<file path="config.mk">
export PLATFORM = sky130hd
export DESIGN_NAME = txdma_ring_engine
export DESIGN_NICKNAME = d
export VERILOG_FILES = /design/src/rtl/txd_pkg.sv /design/src/rtl/txd_regs.sv /design/src/rtl/txd_unpack.sv /design/src/rtl/txd_ctrl.sv /design/src/rtl/txdma_ring_engine.sv
export SDC_FILE = /design/constraint.sdc
export NUM_CORES = 1
export LEC_CHECK = 0
export BUFFER_PORTS_ARGS = -buffer_cell sky130_fd_sc_hd__buf_2
export CAP_MARGIN = 40
export CORE_AREA = 2 2 144 146
export DETAILED_ROUTE_END_ITERATION = 6
export DIE_AREA = 0 0 146 148
export GPL_TIMING_DRIVEN = 1
export PLACE_DENSITY = 0.95
export SLEW_MARGIN = 20
export SYNTH_ARGS = -nofsm -noshare
export SYNTH_HDL_FRONTEND = slang
export SYNTH_HIERARCHICAL = 1
export SYNTH_SLANG_ARGS = --single-unit
</file>
<file path="constraint.sdc">
create_clock -name clk -period 16.21 [get_ports clk]
set_input_delay 0.8105 -clock clk [delete_from_list [all_inputs] [get_ports clk]]
set_output_delay 0.8105 -clock clk [all_outputs]
set_load 0.03 [all_outputs]
</file>
<file path="src/rtl/txd_pkg.sv">
package txd_pkg;

  typedef enum logic [2:0] {
    ST_IDLE,
    ST_W_BUF,
    ST_W_CTL,
    ST_W_PORT,
    ST_DATA,
    ST_DRAIN,
    ST_WBACK
  } txd_state_e;

  // register word addresses
  localparam logic [2:0] RA_BASE = 3'd0;
  localparam logic [2:0] RA_SIZE = 3'd1;
  localparam logic [2:0] RA_PROD = 3'd2;
  localparam logic [2:0] RA_CONS = 3'd3;
  localparam logic [2:0] RA_CFG  = 3'd4;
  localparam logic [2:0] RA_IRST = 3'd5;

  // configuration bits
  localparam int CFG_EN   = 0;
  localparam int CFG_BUSY = 1;
  localparam int CFG_WB   = 6;

  // descriptor layout
  localparam int LEN_W     = 14;
  localparam int LEN_LSB   = 16;
  localparam int DONE_BIT  = 31;
  localparam int PORT_LSB  = 24;
  localparam int PORT_W    = 3;
  localparam logic [31:0] OFS_BUF  = 32'd0;
  localparam logic [31:0] OFS_CTL  = 32'd4;
  localparam logic [31:0] OFS_PORT = 32'd12;

endpackage

</file>
<file path="src/rtl/txd_regs.sv">
module txd_regs
  import txd_pkg::*;
#(
  parameter int IDX_W    = 8,
  parameter int RING_DEF = 4
) (
  input  logic             clk,
  input  logic             rst_n,
  input  logic             reg_we,
  input  logic [2:0]       reg_addr,
  input  logic [31:0]      reg_wdata,
  output logic [31:0]      reg_rdata,
  input  logic             busy,
  input  logic             adv,
  output logic [31:0]      ring_base,
  output logic [IDX_W-1:0] prod_idx,
  output logic [IDX_W-1:0] cons_idx,
  output logic             tx_en,
  output logic             wb_en
);

  localparam int SIZE_W = IDX_W + 1;

  logic [31:4]       base_q, base_d;
  logic [SIZE_W-1:0] size_q, size_d;
  logic [IDX_W-1:0]  prod_q, prod_d;
  logic [IDX_W-1:0]  cons_q, cons_d;
  logic              en_q, en_d;
  logic              wb_q, wb_d;
  logic [SIZE_W-1:0] cons_plus;
  logic [IDX_W-1:0]  cons_next;
  logic              irst_hit;

  always_comb begin
    cons_plus = SIZE_W'(cons_q) + SIZE_W'(1);
    cons_next = (cons_plus == size_q) ? '0 : cons_plus[IDX_W-1:0];
    irst_hit  = reg_we && (reg_addr == RA_IRST) && reg_wdata[0];
  end

  // next-state logic
  always_comb begin
    base_d = base_q;
    size_d = size_q;
    prod_d = prod_q;
    en_d   = en_q;
    wb_d   = wb_q;
    if (reg_we) begin
      case (reg_addr)
        RA_BASE: base_d = reg_wdata[31:4];
        RA_SIZE: size_d = reg_wdata[SIZE_W-1:0];
        RA_PROD: prod_d = reg_wdata[IDX_W-1:0];
        RA_CFG: begin
          en_d = reg_wdata[CFG_EN];
          wb_d = reg_wdata[CFG_WB];
        end
        default: ;
      endcase
    end
    if (irst_hit) begin
      cons_d = '0;
    end else if (adv) begin
      cons_d = cons_next;
    end else begin
      cons_d = cons_q;
    end
  end

  always_ff @(posedge clk or negedge rst_n) begin
    if (!rst_n) begin
      base_q <= '0;
      size_q <= SIZE_W'(RING_DEF);
      prod_q <= '0;
      cons_q <= '0;
      en_q   <= 1'b0;
      wb_q   <= 1'b0;
    end else begin
      base_q <= base_d;
      size_q <= size_d;
      prod_q <= prod_d;
      cons_q <= cons_d;
      en_q   <= en_d;
      wb_q   <= wb_d;
    end
  end

  always_comb begin
    reg_rdata = '0;
    case (reg_addr)
      RA_BASE: reg_rdata = {base_q, 4'b0000};
      RA_SIZE: reg_rdata = 32'(size_q);
      RA_PROD: reg_rdata = 32'(prod_q);
      RA_CONS: reg_rdata = 32'(cons_q);
      RA_CFG: begin
        reg_rdata[CFG_EN]   = en_q;
        reg_rdata[CFG_BUSY] = busy;
        reg_rdata[CFG_WB]   = wb_q;
      end
      default: reg_rdata = '0;
    endcase
  end

  assign ring_base = {base_q, 4'b0000};
  assign prod_idx  = prod_q;
  assign cons_idx  = cons_q;
  assign tx_en     = en_q;
  assign wb_en     = wb_q;

  // completing the last slot of the ring returns the consumer index to zero
  p_wrap_r7: assert property (@(posedge clk) disable iff (!rst_n)
    (adv && !irst_hit && (cons_plus == size_q)) |=> (cons_idx == '0));

  // index reset clears the consumer index, producer index untouched
  p_irst_r9: assert property (@(posedge clk) disable iff (!rst_n)
    (irst_hit && !(reg_we && reg_addr == RA_PROD)) |=> (cons_idx == '0) && $stable(prod_idx));

endmodule

</file>
<file path="src/rtl/txd_unpack.sv">
module txd_unpack (
  input  logic        clk,
  input  logic        rst_n,
  input  logic        load,
  input  logic [31:0] word,
  input  logic [2:0]  nbytes,
  input  logic        last_word,
  output logic        empty,
  output logic        st_valid,
  input  logic        st_ready,
  output logic [7:0]  st_data,
  output logic        st_last
);

  logic [31:0] word_q, word_d;
  logic [2:0]  cnt_q, cnt_d;
  logic        last_q, last_d;
  logic        beat;

  assign beat = (cnt_q != 3'd0) && st_ready;

  always_comb begin
    word_d = word_q;
    cnt_d  = cnt_q;
    last_d = last_q;
    if (load) begin
      word_d = word;
      cnt_d  = nbytes;
      last_d = last_word;
    end else if (beat) begin
      word_d = {8'h00, word_q[31:8]};
      cnt_d  = cnt_q - 3'd1;
    end
  end

  always_ff @(posedge clk or negedge rst_n) begin
    if (!rst_n) begin
      word_q <= '0;
      cnt_q  <= '0;
      last_q <= 1'b0;
    end else begin
      word_q <= word_d;
      cnt_q  <= cnt_d;
      last_q <= last_d;
    end
  end

  assign empty    = (cnt_q == 3'd0);
  assign st_valid = !empty;
  assign st_data  = word_q[7:0];
  assign st_last  = last_q && (cnt_q == 3'd1);

  // a stalled beat keeps its value
  p_stall_hold_r10: assert property (@(posedge clk) disable iff (!rst_n)
    (st_valid && !st_ready) |=> st_valid && $stable(st_data) && $stable(st_last));

  // the sequencer only loads a word once the previous one is drained
  p_load_empty_r4: assert property (@(posedge clk) disable iff (!rst_n)
    load |-> empty);

endmodule

</file>
<file path="src/rtl/txd_ctrl.sv">
module txd_ctrl
  import txd_pkg::*;
#(
  parameter int IDX_W = 8
) (
  input  logic              clk,
  input  logic              rst_n,
  input  logic              tx_en,
  input  logic              wb_en,
  input  logic [31:0]       ring_base,
  input  logic [IDX_W-1:0]  prod_idx,
  input  logic [IDX_W-1:0]  cons_idx,
  output logic              adv,
  output logic              busy,
  output logic              mem_req,
  output logic              mem_we,
  output logic [31:0]       mem_addr,
  output logic [31:0]       mem_wdata,
  input  logic              mem_ack,
  input  logic [31:0]       mem_rdata,
  input  logic              up_empty,
  output logic              up_load,
  output logic [31:0]       up_word,
  output logic [2:0]        up_nbytes,
  output logic              up_last,
  output logic [PORT_W-1:0] port
);

  txd_state_e        state_q, state_d;
  logic [31:0]       buf_q, buf_d;
  logic [31:0]       ctl_q, ctl_d;
  logic [LEN_W-1:0]  rem_q, rem_d;
  logic [PORT_W-1:0] port_q, port_d;
  logic [IDX_W-1:0]  cur_q, cur_d;
  logic [31:0]       desc_addr;
  logic [2:0]        chunk;
  logic              chunk_last;

  assign desc_addr  = ring_base + (32'(cur_q) << 4);
  assign chunk      = (rem_q >= LEN_W'(4)) ? 3'd4 : rem_q[2:0];
  assign chunk_last = (rem_q <= LEN_W'(4));

  always_comb begin
    state_d   = state_q;
    buf_d     = buf_q;
    ctl_d     = ctl_q;
    rem_d     = rem_q;
    port_d    = port_q;
    cur_d     = cur_q;
    mem_req   = 1'b0;
    mem_we    = 1'b0;
    mem_addr  = '0;
    mem_wdata = '0;
    up_load   = 1'b0;
    up_nbytes = 3'd0;
    up_last   = 1'b0;
    adv       = 1'b0;
    case (state_q)
      ST_IDLE: begin
        if (tx_en && (cons_idx != prod_idx)) begin
          cur_d   = cons_idx;
          state_d = ST_W_BUF;
        end
      end
      ST_W_BUF: begin
        mem_req  = 1'b1;
        mem_addr = desc_addr + OFS_BUF;
        if (mem_ack) begin
          buf_d   = {mem_rdata[31:2], 2'b00};
          state_d = ST_W_CTL;
        end
      end
      ST_W_CTL: begin
        mem_req  = 1'b1;
        mem_addr = desc_addr + OFS_CTL;
        if (mem_ack) begin
          ctl_d   = mem_rdata;
          rem_d   = mem_rdata[LEN_LSB +: LEN_W];
          state_d = ST_W_PORT;
        end
      end
      ST_W_PORT: begin
        mem_req  = 1'b1;
        mem_addr = desc_addr + OFS_PORT;
        if (mem_ack) begin
          port_d  = mem_rdata[PORT_LSB +: PORT_W];
          state_d = (rem_q == '0) ? ST_WBACK : ST_DATA;
        end
      end
      ST_DATA: begin
        if (up_empty) begin
          mem_req  = 1'b1;
          mem_addr = buf_q;
          if (mem_ack) begin
            up_load   = 1'b1;
            up_nbytes = chunk;
            up_last   = chunk_last;
            rem_d     = rem_q - LEN_W'(chunk);
            buf_d     = buf_q + 32'd4;
            if (chunk_last) state_d = ST_DRAIN;
          end
        end
      end
      ST_DRAIN: begin
        if (up_empty) state_d = ST_WBACK;
      end
      ST_WBACK: begin
        if (wb_en) begin
          mem_req   = 1'b1;
          mem_we    = 1'b1;
          mem_addr  = desc_addr + OFS_CTL;
          mem_wdata = ctl_q;
          mem_wdata[DONE_BIT] = 1'b1;
          if (mem_ack) begin
            adv     = 1'b1;
            state_d = ST_IDLE;
          end
        end else begin
          adv     = 1'b1;
          state_d = ST_IDLE;
        end
      end
      default: state_d = ST_IDLE;
    endcase
  end

  always_ff @(posedge clk or negedge rst_n) begin
    if (!rst_n) begin
      state_q <= ST_IDLE;
      buf_q   <= '0;
      ctl_q   <= '0;
      rem_q   <= '0;
      port_q  <= '0;
      cur_q   <= '0;
    end else begin
      state_q <= state_d;
      buf_q   <= buf_d;
      ctl_q   <= ctl_d;
      rem_q   <= rem_d;
      port_q  <= port_d;
      cur_q   <= cur_d;
    end
  end

  assign up_word = mem_rdata;
  assign busy    = (state_q != ST_IDLE);
  assign port    = port_q;

  // an outstanding request is held unchanged until acknowledged
  p_req_hold_r11: assert property (@(posedge clk) disable iff (!rst_n)
    (mem_req && !mem_ack) |=> mem_req && $stable(mem_addr) && $stable(mem_we) && $stable(mem_wdata));

  // no fetch starts while idle and disabled or caught up
  p_idle_quiet_r3: assert property (@(posedge clk) disable iff (!rst_n)
    (!busy && (!tx_en || cons_idx == prod_idx)) |=> !mem_req);

  // memory writes only happen when writeback is enabled
  p_wb_gate_r6: assert property (@(posedge clk) disable iff (!rst_n)
    (mem_req && mem_we) |-> wb_en);

endmodule

</file>
<file path="src/rtl/txdma_ring_engine.sv">
module txdma_ring_engine
  import txd_pkg::*;
#(
  parameter int IDX_W    = 8,
  parameter int RING_DEF = 4
) (
  input  logic        clk,
  input  logic        rst_n,
  input  logic        reg_we,
  input  logic [2:0]  reg_addr,
  input  logic [31:0] reg_wdata,
  output logic [31:0] reg_rdata,
  output logic        mem_req,
  output logic        mem_we,
  output logic [31:0] mem_addr,
  output logic [31:0] mem_wdata,
  input  logic        mem_ack,
  input  logic [31:0] mem_rdata,
  output logic        st_valid,
  input  logic        st_ready,
  output logic [7:0]  st_data,
  output logic        st_last,
  output logic [2:0]  st_port
);

  logic [1:0]        rst_sync_q;
  logic              rst_n_int;
  logic              busy, adv, tx_en, wb_en;
  logic [31:0]       ring_base;
  logic [IDX_W-1:0]  prod_idx, cons_idx;
  logic              up_empty, up_load, up_last;
  logic [31:0]       up_word;
  logic [2:0]        up_nbytes;
  logic [PORT_W-1:0] port;

  // asynchronous assert, synchronous release
  always_ff @(posedge clk or negedge rst_n) begin
    if (!rst_n) rst_sync_q <= 2'b00;
    else        rst_sync_q <= {rst_sync_q[0], 1'b1};
  end
  assign rst_n_int = rst_sync_q[1];

  txd_regs #(.IDX_W(IDX_W), .RING_DEF(RING_DEF)) i_regs (
    .clk       (clk),
    .rst_n     (rst_n_int),
    .reg_we    (reg_we),
    .reg_addr  (reg_addr),
    .reg_wdata (reg_wdata),
    .reg_rdata (reg_rdata),
    .busy      (busy),
    .adv       (adv),
    .ring_base (ring_base),
    .prod_idx  (prod_idx),
    .cons_idx  (cons_idx),
    .tx_en     (tx_en),
    .wb_en     (wb_en)
  );

  txd_ctrl #(.IDX_W(IDX_W)) i_ctrl (
    .clk       (clk),
    .rst_n     (rst_n_int),
    .tx_en     (tx_en),
    .wb_en     (wb_en),
    .ring_base (ring_base),
    .prod_idx  (prod_idx),
    .cons_idx  (cons_idx),
    .adv       (adv),
    .busy      (busy),
    .mem_req   (mem_req),
    .mem_we    (mem_we),
    .mem_addr  (mem_addr),
    .mem_wdata (mem_wdata),
    .mem_ack   (mem_ack),
    .mem_rdata (mem_rdata),
    .up_empty  (up_empty),
    .up_load   (up_load),
    .up_word   (up_word),
    .up_nbytes (up_nbytes),
    .up_last   (up_last),
    .port      (port)
  );

  txd_unpack i_unpack (
    .clk       (clk),
    .rst_n     (rst_n_int),
    .load      (up_load),
    .word      (up_word),
    .nbytes    (up_nbytes),
    .last_word (up_last),
    .empty     (up_empty),
    .st_valid  (st_valid),
    .st_ready  (st_ready),
    .st_data   (st_data),
    .st_last   (st_last)
  );

  assign st_port = port;

  // sideband is steady across a stalled beat
  p_port_hold_r5: assert property (@(posedge clk) disable iff (!rst_n_int)
    (st_valid && !st_ready) |=> $stable(st_port));

endmodule

</file>
==> metrics.md <==
| Metric | Value |
|---|---|
| Main flop type after synthesis | `dfrtp_1` |
| Final min period | `5384 ps` |
| Grt ovf | `0` |
| Yosys top cell by area | `dfrtp_1` |
| Routed vias/inst | `6.644` |
| GRT Total Usage | `33.76%` |
| Vias in the first global route | `11009` |
| Flops & latches, synth | `182` |
| Slowest cell on the critical path | `a221oi_4` |
| Mean Syn Cell Area | `9.035 um^2` |
| Crit path max-delay family | `compound AO/OA/AOI/OAI gates` |
| Final Util | `between 60% and 70%` |
| Chip height | `roughly 150 um` |
| Number of post-CTS setup repair buffers | `0` |
| Commonest non-fill, non-tap cell in the layout | `buf_2` |
| Hpwl dp | `roughly 27 mm` |
| Unrepaired setup endpoints after global routing | `no` |
| Largest net degree at the start of global routing | `76` |
| Setup TNS | `0 ps` |
| H-tree depth | `4` |
| Area grow syn2layout | `10.13%` |
| Final Cycle Share | `33.22%` |
| Worst Path Arrival | `between 4000 and 5000 ps` |
| Setup crit end kind | `primary output` |
| Relative slew margins | `a little under a third` |
| I/O Buffers | `180` |
| Critical path peak fanout | `9` |
| DRC viols | `0` |
| Vias | `between 10000 and 15000` |
| Dpl cells | `approximately 1700` |
| Post-Syn Area | `12450 um^2` |
| Drt pass-1 iters | `6` |
| Most frequent cells in the layout | `buf_2, dfrtp_1, nand2_1, nor2_1, a21oi_1` |
| Final nets | `1561` |
| Drt total wl | `around 37 mm` |
| Clock transition at path regs | `70 ps` |
| Post-DR wirelength/cell | `between 20 and 25 um` |
| Hold WC Path Type | `primary input to asynchronous set/reset pin` |
| Final hold vios | `0` |
| Layout Skew | `9.612 ps` |
| CTS Buf Count | `17` |
| Hold buffers post-CTS | `0` |
| Diodes inserted | `0` |
| CP Class | `register to primary output` |
| Filler cell count | `1574` |
| CTS tree | `yes` |
| Tightest Pin Transition | `roughly 1000 ps` |
| Starting Density | `62.13%` |
| Max Root-Sink Buffers | `2` |
| Worst-Skew Late Latency | `440 ps` |
| I/O pins | `183` |
| Pwr/cell area | `roughly 160 nW/um^2` |
| Top cell type's share of synthesized area | `36.38%` |
| CP startpoint kind | `register` |
| WP data required | `15400 ps` |
| Fin cells | `1755` |
| DRT iter0 DRCs | `~1400` |
| Number of synthesized flops with an enable pin | `0` |
| MaxCap Viol Count | `0` |
| Sequential share of the synthesized area | `36.59%` |
| Leakage | `6.130 nW` |
| Cell Rows | `52` |
| Worst IR drop on VDD | `0.1077 mV` |
| Synth Warn # | `6` |
| Post-Syn Instances | `1378` |
| Top cells by area, synth | `dfrtp_1, mux2_2, a21oi_1, nand2_1, and2_1` |
| Post-synthesis cell type count | `96` |
| Clk sinks | `182` |
| Max-slew violation total from the final report | `0` |
| Final setup viols | `0` |
| CP cell instances | `ha_1, fa_1, a211o_1, a221oi_4, a21oi_1, or3_1, a311oi_2, o21ai_1, a22o_1, a21o_1, a221o_1, buf_2` |
| Ys async rst share | `100.0%` |
| Post-route ant nets | `0` |
| Initial antenna violation count | `1` |
| Global-route wire length before repair | `58.43 mm` |
| Status | `completed` |
| Die ar. | `roughly 22000 um^2` |
| RD Place Congestion | `0.9340` |
| Root Driver | `clkbuf_16` |
| Worst path bufs/invs | `1` |
| Cts repair resizes | `0` |
| Share of cells above drive strength 1 | `24.38%` |
| Area of the core | `20040 um^2` |
| CP max stage delay | `480 ps` |
| Max Fclk | `approximately 0.19 GHz` |
| Die Wd | `146 um` |
## cells in the mapped netlist, drive strengths merged (7+ instances only)
cell / n
a21oi: 97
a221o: 26
a22o: 13
a22oi: 23
a31oi: 17
and2: 61
and3: 20
buf: 76
clkbuf: 51
dfrtp: 181
ha: 16
inv: 28
mux2: 91
mux2i: 11
nand2: 104
nand2b: 24
nand3: 41
nand4: 20
nor2: 101
nor2b: 36
nor3: 42
nor4: 10
o211ai: 7
o21a: 7
o21ai: 79
o22a: 10
o22ai: 16
or3: 10
xnor2: 36
xor2: 25
## worst reg2reg max path: cells and delay by family, from the launching register on
family	cells	cell delay, ps
compound gates	3	470
simple gates	7	1620
fa+ha+maj	1	190
buf+inv	2	320
flops	1	450
## flip-flops by register name (all words and copies together) (netlist names), 8 cells and up
register and flops:
i_regs/size_q 9, i_regs/base_q 28, i_ctrl/rem_q 14, i_ctrl/cur_q 8
i_regs/prod_idx 8, i_unpack/word_q 32, i_regs/cons_idx 8, i_ctrl/buf_q 30
i_ctrl/ctl_q 31
## metrics by stage
stage                     instance area (um^2)  power, mW  hold WS (ps)  setup WS (ps)
final                                    13710      2.211         141.9          10830
after global routing                     13710      2.324         143.4          10620
after CTS                                13710      2.183         138.6          10940
after detailed placement                 13150      1.769         341.3          11410
after global placement                   13080      1.720         333.7          11480
after floorplan                          12460      1.497         331.2          10760
## metal layers
| layer | wire [um] | GRT usage (%) | vias up |
|---|---|---|---|
| met5 | 0 | 0 | - |
| met1 | 14290 | 44.14 | 5583 |
| met3 | 3935 | 6.605 | 123 |
| met4 | 1347 | 13.35 | 0 |
| li1 | - | - | 5150 |
| met2 | 17490 | 55.78 | 805 |
## power by group
part / internal (mW) / switching [mW] / total, mW
Sequential: 0.606 / 0.183 / 0.788
Clock: 0.218 / 0.190 / 0.408
Combinational: 0.371 / 0.643 / 1.01
Total: 1.19 / 1.02 / 2.21
## path summary, 6_finish.rpt
check	from	end	slack, ps	depth (start not counted)
worst max-delay path	i_regs/base_q[4]	mem_addr[31]	10830	12
worst min-delay path	rst_n	rst_sync_q[1]	140	1
worst max register to register	i_ctrl/rem_q[8]	i_ctrl/rem_q[10]	13060	13
worst min register to register	rst_sync_q[1]	i_ctrl/port[2]	330	0
max in group asynchronous	rst_sync_q[1]	i_regs/size_q[2]	14670	2
min in group clk	rst_sync_q[0]	rst_sync_q[1]	350	0
## kinds of logic (layout without fill, tap and decap cells)
logic type                 count (synthesis)  in the layout  synth area share (%)
other                                      3              6               0.09044
adders and majority gates                 17             17                 1.769
muxes                                    105            105                 9.687
DFF                                      182            182                 36.59
buffers and inverters                    155            259                 6.773
xor gates and xnor gates                  61             61                 4.291
and+or+nand+nor                          503            503                 21.75
AOI/OAI and AO/OA                        352            352                 19.05
## final cells by class
cell class	instances	area, um^2	area share [%]
Multi-Input combinational cell	1044	7079	51.63
Sequential cell	182	4559	33.25
Timing Repair Buffer	199	1069	7.793
Clock buffer	20	446.7	3.258
Tap cell	270	337.8	2.464
Clock inverter	12	115.1	0.8395
Inverter	28	105.1	0.7665
Power figures use the tool's default switching activity.
